--- src/rtl/idx_load_pkg.sv ---
package idx_load_pkg;
  typedef enum logic [1:0] {
    ST_IDLE,
    ST_ISSUE,
    ST_WAIT
  } seq_state_e;

  localparam int NUM_CURSORS = 3;
  localparam int CUR_BASE = 0;
  localparam int CUR_OFFS = 1;
  localparam int CUR_DST  = 2;
endpackage

--- src/rtl/elem_cursor.sv ---
module elem_cursor #(
  parameter int MAXVL = 8,
  parameter int IW    = $clog2(MAXVL + 1)
) (
  input  logic             clk,
  input  logic             rst_n,
  input  logic             clear,
  input  logic             step,
  input  logic             is_vec,
  input  logic [MAXVL-1:0] mask,
  input  logic [IW-1:0]    vlen,
  output logic [IW-1:0]    cur,
  output logic             spent
);
  logic [IW-1:0] pos_q;

  // first enabled element at or above the raw position, below vlen
  always_comb begin
    cur = is_vec ? vlen : '0;
    if (is_vec) begin
      for (int p = MAXVL - 1; p >= 0; p--) begin
        if (mask[p] && (IW'(p) >= pos_q) && (IW'(p) < vlen)) cur = IW'(p);
      end
    end
  end

  assign spent = is_vec && (cur >= vlen);

  always_ff @(posedge clk) begin
    if (!rst_n)               pos_q <= '0;
    else if (clear)           pos_q <= '0;
    else if (step && is_vec)  pos_q <= cur + IW'(1);
  end
endmodule

--- src/rtl/addr_gen.sv ---
module addr_gen #(
  parameter int AW  = 16,
  parameter int RIW = 4,
  parameter int IW  = 4
) (
  input  logic [RIW-1:0] base_r,
  input  logic [RIW-1:0] offs_r,
  input  logic [RIW-1:0] dst_r,
  input  logic [IW-1:0]  base_i,
  input  logic [IW-1:0]  offs_i,
  input  logic [IW-1:0]  dst_i,
  input  logic [AW-1:0]  base_val,
  input  logic [AW-1:0]  offs_val,
  output logic [RIW-1:0] base_idx,
  output logic [RIW-1:0] offs_idx,
  output logic [RIW-1:0] dst_idx,
  output logic [AW-1:0]  ea
);
  assign base_idx = base_r + RIW'(base_i);
  assign offs_idx = offs_r + RIW'(offs_i);
  assign dst_idx  = dst_r  + RIW'(dst_i);
  assign ea       = base_val + offs_val;
endmodule

--- src/rtl/idx_load_seq.sv ---
module idx_load_seq
  import idx_load_pkg::*;
#(
  parameter int AW    = 16,
  parameter int RN    = 16,
  parameter int MAXVL = 8,
  localparam int RIW  = $clog2(RN),
  localparam int IW   = $clog2(MAXVL + 1)
) (
  input  logic             clk,
  input  logic             rst_n,
  input  logic             start,
  input  logic [RIW-1:0]   cfg_dst,
  input  logic             cfg_dst_vec,
  input  logic [RIW-1:0]   cfg_base,
  input  logic             cfg_base_vec,
  input  logic [RIW-1:0]   cfg_offs,
  input  logic             cfg_offs_vec,
  input  logic             cfg_upd,
  input  logic [IW-1:0]    cfg_vlen,
  input  logic [MAXVL-1:0] src_pred,
  input  logic [MAXVL-1:0] dst_pred,
  output logic             busy,
  output logic             done,
  output logic [RIW-1:0]   rd0_idx,
  input  logic [AW-1:0]    rd0_data,
  output logic [RIW-1:0]   rd1_idx,
  input  logic [AW-1:0]    rd1_data,
  output logic             wr_en,
  output logic [RIW-1:0]   wr_idx,
  output logic [AW-1:0]    wr_data,
  output logic             req_valid,
  input  logic             req_ready,
  output logic [AW-1:0]    req_addr,
  input  logic             rsp_valid,
  output logic             rsp_ready,
  input  logic [AW-1:0]    rsp_data
);
  seq_state_e state_q;

  logic [RIW-1:0]   dst_q, base_q, offs_q;
  logic             dst_vec_q, base_vec_q, offs_vec_q, upd_q;
  logic [IW-1:0]    vlen_q;
  logic [MAXVL-1:0] src_q, dpred_q;
  logic             done_q;

  logic                  launch, req_fire, rsp_fire, finish_early, last_elem, advance;
  logic [NUM_CURSORS-1:0] vec_sel, spent;
  logic [MAXVL-1:0]      mask_sel [NUM_CURSORS];
  logic [IW-1:0]         cur      [NUM_CURSORS];
  logic [RIW-1:0]        dst_idx;
  logic [AW-1:0]         ea;

  assign launch       = start && (state_q == ST_IDLE);
  assign finish_early = (state_q == ST_ISSUE) && (|spent);
  assign req_valid    = (state_q == ST_ISSUE) && !finish_early;
  assign req_fire     = req_valid && req_ready;
  assign rsp_ready    = (state_q == ST_WAIT);
  assign rsp_fire     = rsp_valid && rsp_ready;
  assign last_elem    = !dst_vec_q || (!base_vec_q && !offs_vec_q);
  assign advance      = rsp_fire && !last_elem;

  assign vec_sel[CUR_BASE]  = base_vec_q;
  assign vec_sel[CUR_OFFS]  = offs_vec_q;
  assign vec_sel[CUR_DST]   = dst_vec_q;
  assign mask_sel[CUR_BASE] = src_q;
  assign mask_sel[CUR_OFFS] = src_q;
  assign mask_sel[CUR_DST]  = dpred_q;

  for (genvar g = 0; g < NUM_CURSORS; g++) begin : g_cursor
    elem_cursor #(.MAXVL(MAXVL), .IW(IW)) u_cursor (
      .clk    (clk),
      .rst_n  (rst_n),
      .clear  (launch),
      .step   (advance),
      .is_vec (vec_sel[g]),
      .mask   (mask_sel[g]),
      .vlen   (vlen_q),
      .cur    (cur[g]),
      .spent  (spent[g])
    );
  end

  addr_gen #(.AW(AW), .RIW(RIW), .IW(IW)) u_addr (
    .base_r   (base_q),
    .offs_r   (offs_q),
    .dst_r    (dst_q),
    .base_i   (cur[CUR_BASE]),
    .offs_i   (cur[CUR_OFFS]),
    .dst_i    (cur[CUR_DST]),
    .base_val (rd0_data),
    .offs_val (rd1_data),
    .base_idx (rd0_idx),
    .offs_idx (rd1_idx),
    .dst_idx  (dst_idx),
    .ea       (ea)
  );

  assign req_addr = ea;

  // one write port: address write-back at request accept, load data at response
  always_comb begin
    wr_en   = 1'b0;
    wr_idx  = rd0_idx;
    wr_data = ea;
    if (req_fire && upd_q) begin
      wr_en = 1'b1;
    end else if (rsp_fire) begin
      wr_en   = 1'b1;
      wr_idx  = dst_idx;
      wr_data = rsp_data;
    end
  end

  always_ff @(posedge clk) begin
    if (!rst_n) begin
      state_q    <= ST_IDLE;
      done_q     <= 1'b0;
      dst_q      <= '0;
      base_q     <= '0;
      offs_q     <= '0;
      dst_vec_q  <= 1'b0;
      base_vec_q <= 1'b0;
      offs_vec_q <= 1'b0;
      upd_q      <= 1'b0;
      vlen_q     <= '0;
      src_q      <= '0;
      dpred_q    <= '0;
    end else begin
      done_q <= 1'b0;
      unique case (state_q)
        ST_IDLE: begin
          if (start) begin
            dst_q      <= cfg_dst;
            base_q     <= cfg_base;
            offs_q     <= cfg_offs;
            dst_vec_q  <= cfg_dst_vec;
            base_vec_q <= cfg_base_vec;
            offs_vec_q <= cfg_offs_vec;
            upd_q      <= cfg_upd;
            vlen_q     <= cfg_vlen;
            src_q      <= src_pred;
            dpred_q    <= dst_pred;
            state_q    <= ST_ISSUE;
          end
        end
        ST_ISSUE: begin
          if (finish_early) begin
            state_q <= ST_IDLE;
            done_q  <= 1'b1;
          end else if (req_fire) begin
            state_q <= ST_WAIT;
          end
        end
        ST_WAIT: begin
          if (rsp_fire) begin
            if (last_elem) begin
              state_q <= ST_IDLE;
              done_q  <= 1'b1;
            end else begin
              state_q <= ST_ISSUE;
            end
          end
        end
        default: state_q <= ST_IDLE;
      endcase
    end
  end

  assign busy = (state_q != ST_IDLE);
  assign done = done_q;
endmodule

--- config.mk ---
export PLATFORM = sky130hd
export DESIGN_NAME = idx_load_seq
export DESIGN_NICKNAME = d
export VERILOG_FILES = /design/src/rtl/idx_load_pkg.sv /design/src/rtl/elem_cursor.sv /design/src/rtl/addr_gen.sv /design/src/rtl/idx_load_seq.sv
export SDC_FILE = /design/constraint.sdc
export NUM_CORES = 1
export LEC_CHECK = 0
export CORE_ASPECT_RATIO = 0.7
export CORE_MARGIN = 4
export CORE_UTILIZATION = 53
export DETAILED_ROUTE_END_ITERATION = 7
export PLACE_DENSITY = 0.85
export SETUP_SLACK_MARGIN = 0.2
export SYNTH_ARGS = -nofsm -noshare
export SYNTH_HDL_FRONTEND = slang
export SYNTH_HIERARCHICAL = 1
export SYNTH_SLANG_ARGS = --single-unit
--- constraint.sdc ---
create_clock -name clk -period 8.2 [get_ports clk]
set_input_delay 2.46 -clock clk [delete_from_list [all_inputs] [get_ports clk]]
set_output_delay 2.46 -clock clk [all_outputs]
set_load 0.01 [all_outputs]
==> flow_metrics.tcl <==
set metrics [dict create \
    outcome "finished, final reports clean" \
    post-place-cells 843 \
    synth_edf_count 0 \
    layout_setup_ws_ps 272 \
    crit_arrival_ps 5470 \
    finish.utilization 0.741 \
    nNetsFinal 867 \
    hold_buffers 0 \
    ys_top_cells_by_count "nand2_1, a21oi_1, dfxtp_1" \
    r2r-end "state_q[0]$_SDFFE_PN0P_" \
    yosysWarnings 6 \
    critPathRequiredTime_ps 5740 \
    clockBufferDepth 2 \
    maxSlewViolCount 0 \
    synth.most_common_cell "nand2_1" \
    hold_end "dpred_q[5]$_SDFFE_PN0P_" \
    power.density_mw_per_mm2 175 \
    synth_top_area_cell "dfxtp_1" \
    fin_area_sq_mm 0.00636 \
    post-synth-top-area-fraction 0.215 \
    first_pass_iters 6 \
    final_cells 852 \
    p_leak_nw 2.57 \
    setup_tns_ps 0 \
    worstMarginPinSlew_ps 688 \
    synthCells 600 \
    antenna_found_initial 0 \
    p_int_mw 0.674 \
    holdPathStages 2 \
    clk_pin_slew_ps 70 \
    pre_cts_ws_ps 146 \
    synth-compound-area-share 0.278 \
    cts_tree "done" \
    gp_congestion 0.923 \
    period_needed_ps 7930 \
    syn_area_per_cell_sq_um 7.90 \
    synth_xor_area_frac 0.0536 \
    async_reset_ff_frac 0 \
    nFillCells 686 \
    timing.fmax_mhz 126 \
    routedWlPerCell_um 18.2 \
    diodes 0 \
    synthAdderAreaFrac 0.135 \
    peakVddDrop_mv 0.136 \
    port_buffers 137 \
    clk_latency_ps 300 \
    ys_seq_elements 51 \
    synth_fp_nets 736 \
    die_h_um 87.1 \
    whs_ps 459 \
    p_sw_frac 0.392 \
    cts_root_buf "clkbuf_16" \
    r2r_slack_ps 4080 \
    pwr-share-comb 0.516 \
    max-slew-margin-rel 0.541 \
    ant_nets 0 \
    post_cts.repair.setup_buffers 0 \
    htree_levels 2 \
    ys_types 80 \
    syn_area_sq_mm 0.00474 \
    cts_num_sinks 51 \
    core_sq_mm 0.00858 \
    grt_max_degree 40 \
    finalHoldViolCount 0 \
    critPathKind "in -> out" \
    first_iter_violations 562 \
    switchingPower_mw 0.435 \
    routed-via-count 5106 \
    seq_power_share 0.295 \
    fp.dieArea_sq_mm 0.0105 \
    hp-start "dpred_q[5]$_SDFFE_PN0P_" \
    clockPowerShare 0.189 \
    muxShareOfSynthArea 0.0518 \
    rsz0062_at_grt "no" \
    ff2ff_path_depth 15 \
    p_total_mw 1.11 \
    grt_pass1_wl_um 24300 \
    layout_worst_path_cycle_share 0.967 \
    r2r-start "vlen_q[3]$_SDFFE_PN0P_" \
    synth-main-ff-cell "dfxtp_1" \
    ys_top_cells_by_area "dfxtp_1, ha_1, a21oi_1" \
    cap_violations 0 \
    area_growth_pct 34.2 \
    drt-vias-per-instance 5.99 \
    synthSimpleGateAreaFrac 0.213 \
    initial_utilization 0.552 \
    place_area_sq_mm 0.00617 \
    route.detailed.drc 0 \
    setup.worst_path.end_class "output port" \
    grt.overflow.total 0 \
    io_pins 138 \
    finalWirelength_um 15500 \
    yosysSeqAreaShare 0.215 \
    cp_max_fo 3 \
    layout-drive-gt1-share 0.108 \
    clock_skew_ps 10.3 \
    grtUsageTotal 0.284 \
    start_kind "input port" \
    synth_top_family_by_area "compound AO/OA/AOI/OAI gates" \
    setup_viol 0 \
    num_rows 28 \
    grt_pass1_vias 4957 \
    cts_buffers 5 \
    die_w_um 121 \
    dpl.hpwl_um 11700 \
    hp-class "reg -> reg" \
]
==> critical path, stage by stage <==
cell	delay [ps]
clkdlybuf4s50_1	400
ha_1	230
fa_1	420
a21o_4	260
a311oi_4	320
o21ai_1	190
a311oi_2	330
nor3_1	100
mux2_2	270
clkdlybuf4s50_1	490
==> placed cells by master (no fill, tap or decap), drive strengths merged, types with 4 or more instances in the layout <==
cell type and instances:
xnor2 18, and3 8, a211oi 9, ha 43, fa 4, nor2 23, nand2 104, o21ai 27
dfxtp 51, nand3 20, clkbuf 5, a311oi 5, a211o 5, a21o 14, nand2b 10, o211ai 8
o21bai 4, nor3 9, buf 8, inv 28, a21oi 79, mux2 20, o32ai 7, or2 7
clkdlybuf4s50 137, a21boi 6, xor2 11, nor2b 4
==> cell type report <==
cell class | count | area [sq um] | area share
Clock buffer | 5 | 125 | 0.0197
Sequential cell | 51 | 1020 | 0.161
Tap cell | 120 | 150 | 0.0236
Clock inverter | 3 | 18.8 | 0.00295
Multi-Input combinational cell | 500 | 3500 | 0.551
Timing Repair Buffer | 145 | 1430 | 0.225
Inverter | 28 | 105 | 0.0165
==> kinds of logic (layout without fill, tap and decap cells) <==
logic type                 Yosys count  after routing
DFF                                 51             51
buffers and inverters               50            181
adders and majority gates           49             49
and+or+nand+nor                    207            207
xor gates and xnor gates            29             29
muxes                               22             22
AOI/OAI and AO/OA                  192            193
==> power groups by stage <==
stage | sequential, mW | clock (mW) | combinational (mW)
global placement | 0.328 | 0 | 0.540
floorplan | 0.315 | 0 | 0.339
detailed placement | 0.330 | 0 | 0.558
finish | 0.327 | 0.210 | 0.572
global route | 0.332 | 0.223 | 0.624
CTS | 0.325 | 0.213 | 0.564
==> sequential cells by signal (all words and copies together) (netlist names) <==
| signal | cells |
|---|---|
| base_q | 4 |
| vlen_q | 4 |
| g_cursor.u_cursor/pos_q | 12 |
| dst_vec_q | 1 |
| dpred_q | 8 |
| base_vec_q | 1 |
| state_q | 2 |
| offs_vec_q | 1 |
| dst_q | 4 |
| src_q | 8 |
| offs_q | 4 |
| upd_q | 1 |
| done | 1 |
==> worst max-delay path by stage <==
stage | from | endpoint | slack [ps] | depth (start not counted)
finish | rd0_data[0] | wr_data[10] | 270 | 10
global route | rd0_data[0] | wr_data[10] | 210 | 10
CTS | rd0_data[0] | wr_data[10] | 210 | 10
detailed placement | rd0_data[0] | wr_data[10] | 150 | 10
global placement | rd0_data[0] | wr_data[10] | 290 | 10
floorplan | rd0_data[0] | wr_data[10] | 1310 | 8
==> routing by layer <==
layer  vias to the layer above  track usage  routed length (um)
li1                       2448            -                   -
met1                      2381        0.396                7080
met2                       246        0.455                6980
met3                        31       0.0481                1100
met4                         0       0.0813                 311
met5                         -            0                   0
==> repair_timing <==
item                       in CTS  in global routing
pin swaps                       0                  2
cloned                          0                  1
setup endpoints to repair       1                 20
gates resized for setup         2                  4
(Power assumes the default switching activity.)
